**src/rtl/vq_depth_tracker.sv**
```systemverilog
`timescale 1ns/1ps
module vq_depth_tracker #(
  parameter int N  = 4,
  parameter int CW = 4,
  localparam int Q  = N * N,
  localparam int QW = $clog2(Q),
  localparam int EW = $clog2(N)
) (
  input  logic              clk,
  input  logic              rst_n,
  input  logic [N-1:0]      req_valid,
  input  logic [N*QW-1:0]   req_qidx,
  input  logic              cell_tick,
  input  logic [Q-1:0]      win_mask,
  output logic [Q*CW-1:0]   depth,
  output logic [Q-1:0]      nonempty,
  output logic [N-1:0]      gnt_valid,
  output logic [N*EW-1:0]   gnt_egress,
  output logic              ovf_pulse
);
  localparam logic [CW-1:0] FULL = '1;

  logic [Q-1:0]    hit, take, full_hit;
  logic [N-1:0]    row_any;
  logic [N*EW-1:0] row_sel;

  always_comb begin
    hit = '0;
    for (int i = 0; i < N; i++) begin
      if (req_valid[i] && int'(req_qidx[i*QW +: QW]) >= i*N
          && int'(req_qidx[i*QW +: QW]) < i*N + N)
        hit[req_qidx[i*QW +: QW]] = 1'b1;
    end
  end

  assign take = {Q{cell_tick}} & win_mask & nonempty;

  for (genvar q = 0; q < Q; q++) begin : g_q
    logic [CW-1:0] cnt;
    always_ff @(posedge clk or negedge rst_n) begin
      if (!rst_n)                                  cnt <= '0;
      else if (hit[q] && !take[q] && cnt != FULL)  cnt <= cnt + 1'b1;
      else if (take[q] && !hit[q])                 cnt <= cnt - 1'b1;
    end
    assign depth[q*CW +: CW] = cnt;
    assign nonempty[q]       = cnt != '0;
    assign full_hit[q]       = hit[q] && !take[q] && cnt == FULL;
  end

  always_comb begin
    row_any = '0;
    row_sel = '0;
    for (int i = 0; i < N; i++) begin
      for (int e = N - 1; e >= 0; e--) begin
        if (take[i*N + e]) begin
          row_any[i]            = 1'b1;
          row_sel[i*EW +: EW]   = EW'(e);
        end
      end
    end
  end

  always_ff @(posedge clk or negedge rst_n) begin
    if (!rst_n) begin
      gnt_valid  <= '0;
      gnt_egress <= '0;
      ovf_pulse  <= 1'b0;
    end else begin
      gnt_valid  <= row_any;
      gnt_egress <= row_sel;
      ovf_pulse  <= |full_hit;
    end
  end
endmodule

```
**config.mk**
```make
export PLATFORM = sky130hd
export DESIGN_NAME = vq_depth_tracker
export DESIGN_NICKNAME = d
export VERILOG_FILES = /design/src/rtl/vq_depth_tracker.sv
export SDC_FILE = /design/constraint.sdc
export NUM_CORES = 1
export LEC_CHECK = 0
export BUFFER_PORTS_ARGS = -buffer_cell sky130_fd_sc_hd__buf_2
export CAP_MARGIN = 10
export CORE_UTILIZATION = 50
export CTS_CLUSTER_SIZE = 8
export DETAILED_ROUTE_END_ITERATION = 10
export PLACE_DENSITY_LB_ADDON = 0.3
export SYNTH_ARGS = -nofsm -noshare
export SYNTH_HDL_FRONTEND = slang
export SYNTH_SLANG_ARGS = --single-unit
export TNS_END_PERCENT = 30
```
**constraint.sdc**
```tcl
create_clock -name clk -period 3.7 [get_ports clk]
set_clock_uncertainty 0.2 [all_clocks]
set_input_delay 0.37 -clock clk [delete_from_list [all_inputs] [get_ports clk]]
set_output_delay 0.37 -clock clk [all_outputs]
set_load 0.05 [all_outputs]
```
=== Yosys cells after proc, flatten, opt, wreduce, memory -nomap -nowiden ===
Cells that the tools add are included.

* Bits in read-only memories: 0
* Bits in latches: 0
* Memories: 0
* Input bits: 39
* Output and inout bits: 93
* Bits in registers: 77
* Word-level logic and storage cells: 317
* Memory bits (writable): 0

* Equal/unequal tests: 32
* Bitwise operators: 5
* $lt $le $gt $ge: 14
* $mul: 0
* Divide/modulo/power cells: 0
* Add/subtract/negate cells: 32
* Muxes and demuxes: 76
* Shift operators: 0
* Reductions and logical operators: 139

{| class="wikitable"
|+ Operators by type and width
! cell !! count
|-
| $mux 4 || 32
|-
| $logic_and 1x1->1 || 74
|-
| $add 4x1->4 const B || 16
|-
| $eq 4x4->1 const B || 16
|-
| $mux 16 || 4
|-
| $ne 4x4->1 const B || 16
|-
| $reduce_bool 4->1 || 16
|-
| $sub 4x1->4 const B || 16
|-
| $or 16x16->16 || 3
|-
| $and 16x16->16 || 2
|-
| $logic_not 1->1 || 32
|-
| $mux 2 || 16
|-
| $reduce_bool 2->1 || 16
|-
| $lt 4x5->1 const B || 4
|-
| $mux 1 || 20
|-
| $demux 1 s4 || 4
|-
| $ge 4x1->1 const B || 4
|-
| $reduce_or 16->1 || 1
|-
| $ge 4x4->1 const B || 2
|-
| $lt 4x4->1 const B || 2
|-
| $ge 4x3->1 const B || 1
|-
| $lt 4x3->1 const B || 1
|}

=== Depth between registers and ports, before layout ===
* Depth in word-level cells: 15
* Mapped depth: 10
* Depth with buffers taken out: 9

=== Worst setup path after synthesis ===
OpenSTA, ideal clock, no wires.

* Path kind: reg-to-reg
* From: reg g_q[11].cnt[0]
* To: reg g_q[11].cnt[3]
* Library setup time: 0.142 ns
* Data required time: 3.358 ns
* Buffers on the path: 0
* Stages on the path, launching flop included: 10
* Arrival: 3.113 ns
* Setup slack: 0.245 ns
* Period minus slack after synthesis: 3.455 ns
* Path through: dfrtp_1 > or4_1 > and3_1 > nor3b_1 > inv_1 > ha_1 > a21o_1 > a21oi_1 > mux2i_1 > xnor2_1

* Cells in the longest elaborated chain, start to end: 6
* Elaborated cells on any way between the ends: 12
* Classes of those cells: add/sub: 2; eq/ne: 1; mux: 2; bitwise: 1; reduce/logical: 6

{| class="wikitable"
|+ Ends and longest elaborated chain
! what !! line !! source
|-
| from (decl) || 39 || <nowiki>logic [CW-1:0] cnt;</nowiki>
|-
| from (signal assigned) || 42 || <nowiki>else if (hit[q] && !take[q] && cnt != FULL) cnt <= cnt + 1'b1;</nowiki>
|-
| from (signal assigned) || 43 || <nowiki>else if (take[q] && !hit[q]) cnt <= cnt - 1'b1;</nowiki>
|-
| $reduce_bool 4->1 (*) || 46 || <nowiki>assign nonempty[q] = cnt != '0;</nowiki>
|-
| named net nonempty[11] || 16 || <nowiki>output logic [Q-1:0] nonempty,</nowiki>
|-
| $and 16x16->16 (*) || 36 || <nowiki>assign take = {Q{cell_tick}} & win_mask & nonempty;</nowiki>
|-
| $logic_not 1->1 || 42 ||
|-
| $logic_and 1x1->1 (2 in a row) || 42 ||
|-
| $mux 4 or $reduce_bool 2->1 (tied branches) || - ||
|}

Mark *: on every way through the listed nets, which the timed path passes. The rest lies on a longest branch. The select of a mux whose other input is x is not followed.
A chain may end at the register's enable or synchronous reset.

=== Worst setup path in the final report ===
* From: reg g_q[6].cnt[0]
* To: reg g_q[6].cnt[3]

* Cells in the longest elaborated chain, start to end: 6
* Elaborated cells on any way between the ends: 12
* Classes of those cells: add/sub: 2; eq/ne: 1; mux: 2; bitwise: 1; reduce/logical: 6

{| class="wikitable"
|+ Ends and longest elaborated chain
! what !! line
|-
| from (decl) || 39
|-
| from (signal assigned) || 42
|-
| from (signal assigned) || 43
|-
| parallel branches: the longest is 6 deep, another holds $sub 4x1->4 || -
|}

Parallel ways; which one is timed is not known. The select of a mux whose other input is x is not followed.

==> results.py <==
metrics = {
    "global_routing": {
        "first_global_vias": 3807,
        "maximum_number_of_pins_on_one_net_before_global_route_repair": 78,
        "antenna_found_initial": 1,
        "gr_util_all_layers_pct": 22.6,
        "grt_overflow": 0,
        "grt_pass1_wl_um": 18100,
    },
    "cts": {
        "cts_inserted_buffers": 9,
        "cts_tree": "done",
        "cts.htree.levels": 3,
        "clock_latency_of_the_later_clocked_register_in_the_worst_skew_pair_ns": 0.35,
        "cts_root_buf": "sky130_fd_sc_hd__clkbuf_8",
        "cts.clk_slew.worst_paths_ns": 0.08,
        "cts.path.max_buffers": 2,
        "cts.hold.buffers_added": 0,
        "post-cts-setup-buffer-count": 0,
        "cts_sinks": 77,
        "post_cts_resize_count": 0,
    },
    "final_layout": {
        "layout.cell_area.non_filler_um2": 5930,
        "fillers": 811,
        "final_layout_size_suffix_gt1_share_pct": 31.6,
        "finalNetCount": 664,
        "synthToLayoutAreaGrowth_pct": 20.5,
        "antenna_cells": 0,
        "layout.core_utilization_pct": 63.3,
    },
    "detailed_routing": {
        "wl_met1_um": 5040,
        "pre_repair_dr_iteration_count": 4,
        "postRouteWirelength_um": 10900,
        "met3_length_um": 466,
        "ant_nets": 0,
        "vias": 3920,
        "drtIter0Drc": 90,
        "detail_route.vias_per_cell": 5.51,
        "drc": 0,
        "highest-signal-layer": "met4",
        "post_drt_wl_per_cell_um": 15.3,
        "met2_length_um": 5240,
    },
    "timing": {
        "timing.fmax_mhz": 321,
        "worstMarginPinSlew_ns": 0.999,
        "max_slew_violations": 0,
        "report.final.setup_viol": 0,
        "unrepaired_setup_endpoints_after_global_routing": "no",
        "final.period_utilization_pct": 84.3,
        "fin_hold_ws_ns": -0.0538,
        "maxSlewHeadroom_pct": 33.4,
        "final-hold-violation-count": 31,
        "layout_min_cycle_time_ns": 3.12,
        "fin_setup_tns_ns": 0,
    },
    "floorplan": {
        "core.rowCount": 35,
        "top_level_ports": 132,
        "core_um2": 9370,
        "die_width_um": 101,
        "die_height_um": 101,
        "initial_core_util_pct": 52.5,
        "die_area_um2": 10200,
    },
    "yosys": {
        "synth_edf_count": 0,
        "yosysWarnings": 0,
        "synth_seq_area_share_pct": 39.1,
        "synth.ff_latch_count": 77,
        "synth_flop_cell": "sky130_fd_sc_hd__dfrtp_1",
        "synth.cell_area_um2": 4920,
        "synth_top_area_cell": "sky130_fd_sc_hd__dfrtp_1",
        "synth_top_area_share_pct": 39.1,
        "syn-num-nets": 527,
        "synth_most_common_cell": "sky130_fd_sc_hd__dfrtp_1",
        "gate_count_of_the_mapped_netlist": 440,
        "ys_top_cells_by_count": "sky130_fd_sc_hd__dfrtp_1 (77), sky130_fd_sc_hd__ha_1 (32), sky130_fd_sc_hd__xor2_1 (28), sky130_fd_sc_hd__nand3_1 (26), sky130_fd_sc_hd__xnor2_1 (20)",
        "yosys.cell_types.count": 50,
        "postSynthAreaPerCell_um2": 11.2,
        "synthTopCellsByArea": "sky130_fd_sc_hd__dfrtp_1 (39%), sky130_fd_sc_hd__ha_1 (8.1%), sky130_fd_sc_hd__fa_1 (6.5%)",
        "asyncSetResetFlopFracSynth_pct": 100,
    },
    "worst_setup_path": {
        "crit_path_top_delay_cell": "sky130_fd_sc_hd__or4b_4",
        "timing.critical_path.slowest_cell_delay_ns": 0.57,
        "path_cells": "or4_4 -> and3_1 -> or4b_4 -> ha_1 -> a21o_1 -> a21oi_1 -> mux2i_1 -> xor2_1",
        "worst_ep_required_time_ns": 3.78,
        "wp_data_arrival_ns": 3.20,
        "critPathMaxFanout": 6,
        "critical-path-top-delay-family": "simple AND/OR/NAND/NOR gates",
        "critical_path.startpoint_type": "flop",
        "criticalPathCategory": "flop to flop",
        "r2r_setup_slack_ns": 0.58,
        "worst_setup_path_end_kind": "flop",
        "cp.buffers_inverters": 0,
    },
    "status": {
        "status": "finished with violations",
        "violations": "hold timing",
    },
    "placement": {
        "gpl.final_weighted_congestion": 0.844,
        "input_output_buffers": 131,
        "placed_cell_area_um2": 5710,
        "dpl.hpwl_um": 8320,
    },
    "worst_hold_path": {
        "holdCritPathClass": "input pin to async pin",
    },
    "flow_run": {
        "max_cap_violations": 0,
    },
}
-- flip-flops by register name, indices dropped and copies added, names as in the netlist --
signal,flops
g_q.cnt,64
ovf_pulse,1
gnt_valid,4
gnt_egress,8
-- path summary, 6_finish.rpt --
path,from,to,cells past startpoint
worst max-delay path,g_q[6].cnt[0]$_DFFE_PN0P_,g_q[6].cnt[3]$_DFFE_PN0P_,8
worst min-delay path,rst_n,g_q[5].cnt[0]$_DFFE_PN0P_,1
worst max register to register,g_q[6].cnt[0]$_DFFE_PN0P_,g_q[6].cnt[3]$_DFFE_PN0P_,8
worst min register to register,g_q[4].cnt[3]$_DFFE_PN0P_,g_q[4].cnt[3]$_DFFE_PN0P_,1
max in group asynchronous,rst_n,g_q[4].cnt[0]$_DFFE_PN0P_,1
min in group clk,win_mask[13],gnt_valid[3]$_DFF_PN0_,3
-- through the flow --
step / hold slack [ns] / std cells / setup slack, ns
finish: -0.0538 / 711 / 0.580
global placement: 0.288 / 695 / 0.640
CTS: 0.00344 / 711 / 0.571
detailed placement: 0.298 / 695 / 0.572
global route: 0.0630 / 711 / 0.376
floorplan: -0.126 / 440 / 0.245
-- layer usage --
metal	vias to the layer above	GRT usage, %
met4	0	7.92
met5	-	0
li1	1900	-
met2	98	37.7
met3	12	3.59
met1	1910	30.1
-- layout make-up --
class | count | area, um2 | share of cell area (%)
flip-flops and latches | 77 | 1930 | 32.5
inverters | 8 | 30.0 | 0.506
repair buffers | 131 | 658 | 11.1
clock buffers | 13 | 159 | 2.68
well taps | 129 | 161 | 2.72
clock inverters | 3 | 67.6 | 1.14
multi-input cells | 350 | 2930 | 49.4
-- cells by family after synthesis --
| family | count (synthesis) | share of synthesized area (%) |
|---|---|---|
| buffers and inverters | 13 | 1.37 |
| XOR/XNOR | 48 | 8.54 |
| flip-flops | 77 | 39.1 |
| AND/OR/NAND/NOR | 162 | 20.6 |
| AO/OA/AOI/OAI | 52 | 6.68 |
| adder cells (fa/ha/maj) | 48 | 14.6 |
| multiplexers | 40 | 9.07 |
-- cells in the final DEF (no fill, tap or decap), types with 12 or more instances in the layout --
cell type                 count
sky130_fd_sc_hd__a21o_1      15
sky130_fd_sc_hd__a21oi_1     19
sky130_fd_sc_hd__buf_2      130
sky130_fd_sc_hd__dfrtp_1     77
sky130_fd_sc_hd__fa_1        16
sky130_fd_sc_hd__ha_1        32
sky130_fd_sc_hd__mux2_2      15
sky130_fd_sc_hd__mux2i_1     12
sky130_fd_sc_hd__nand3_1     26
sky130_fd_sc_hd__nand4_1     17
sky130_fd_sc_hd__nor2_1      19
sky130_fd_sc_hd__or4_1       13
sky130_fd_sc_hd__xnor2_1     20
sky130_fd_sc_hd__xor2_1      28
Power is not shown: default switching activity piles up to over one toggle a cycle in this logic, so the estimate is an artifact.
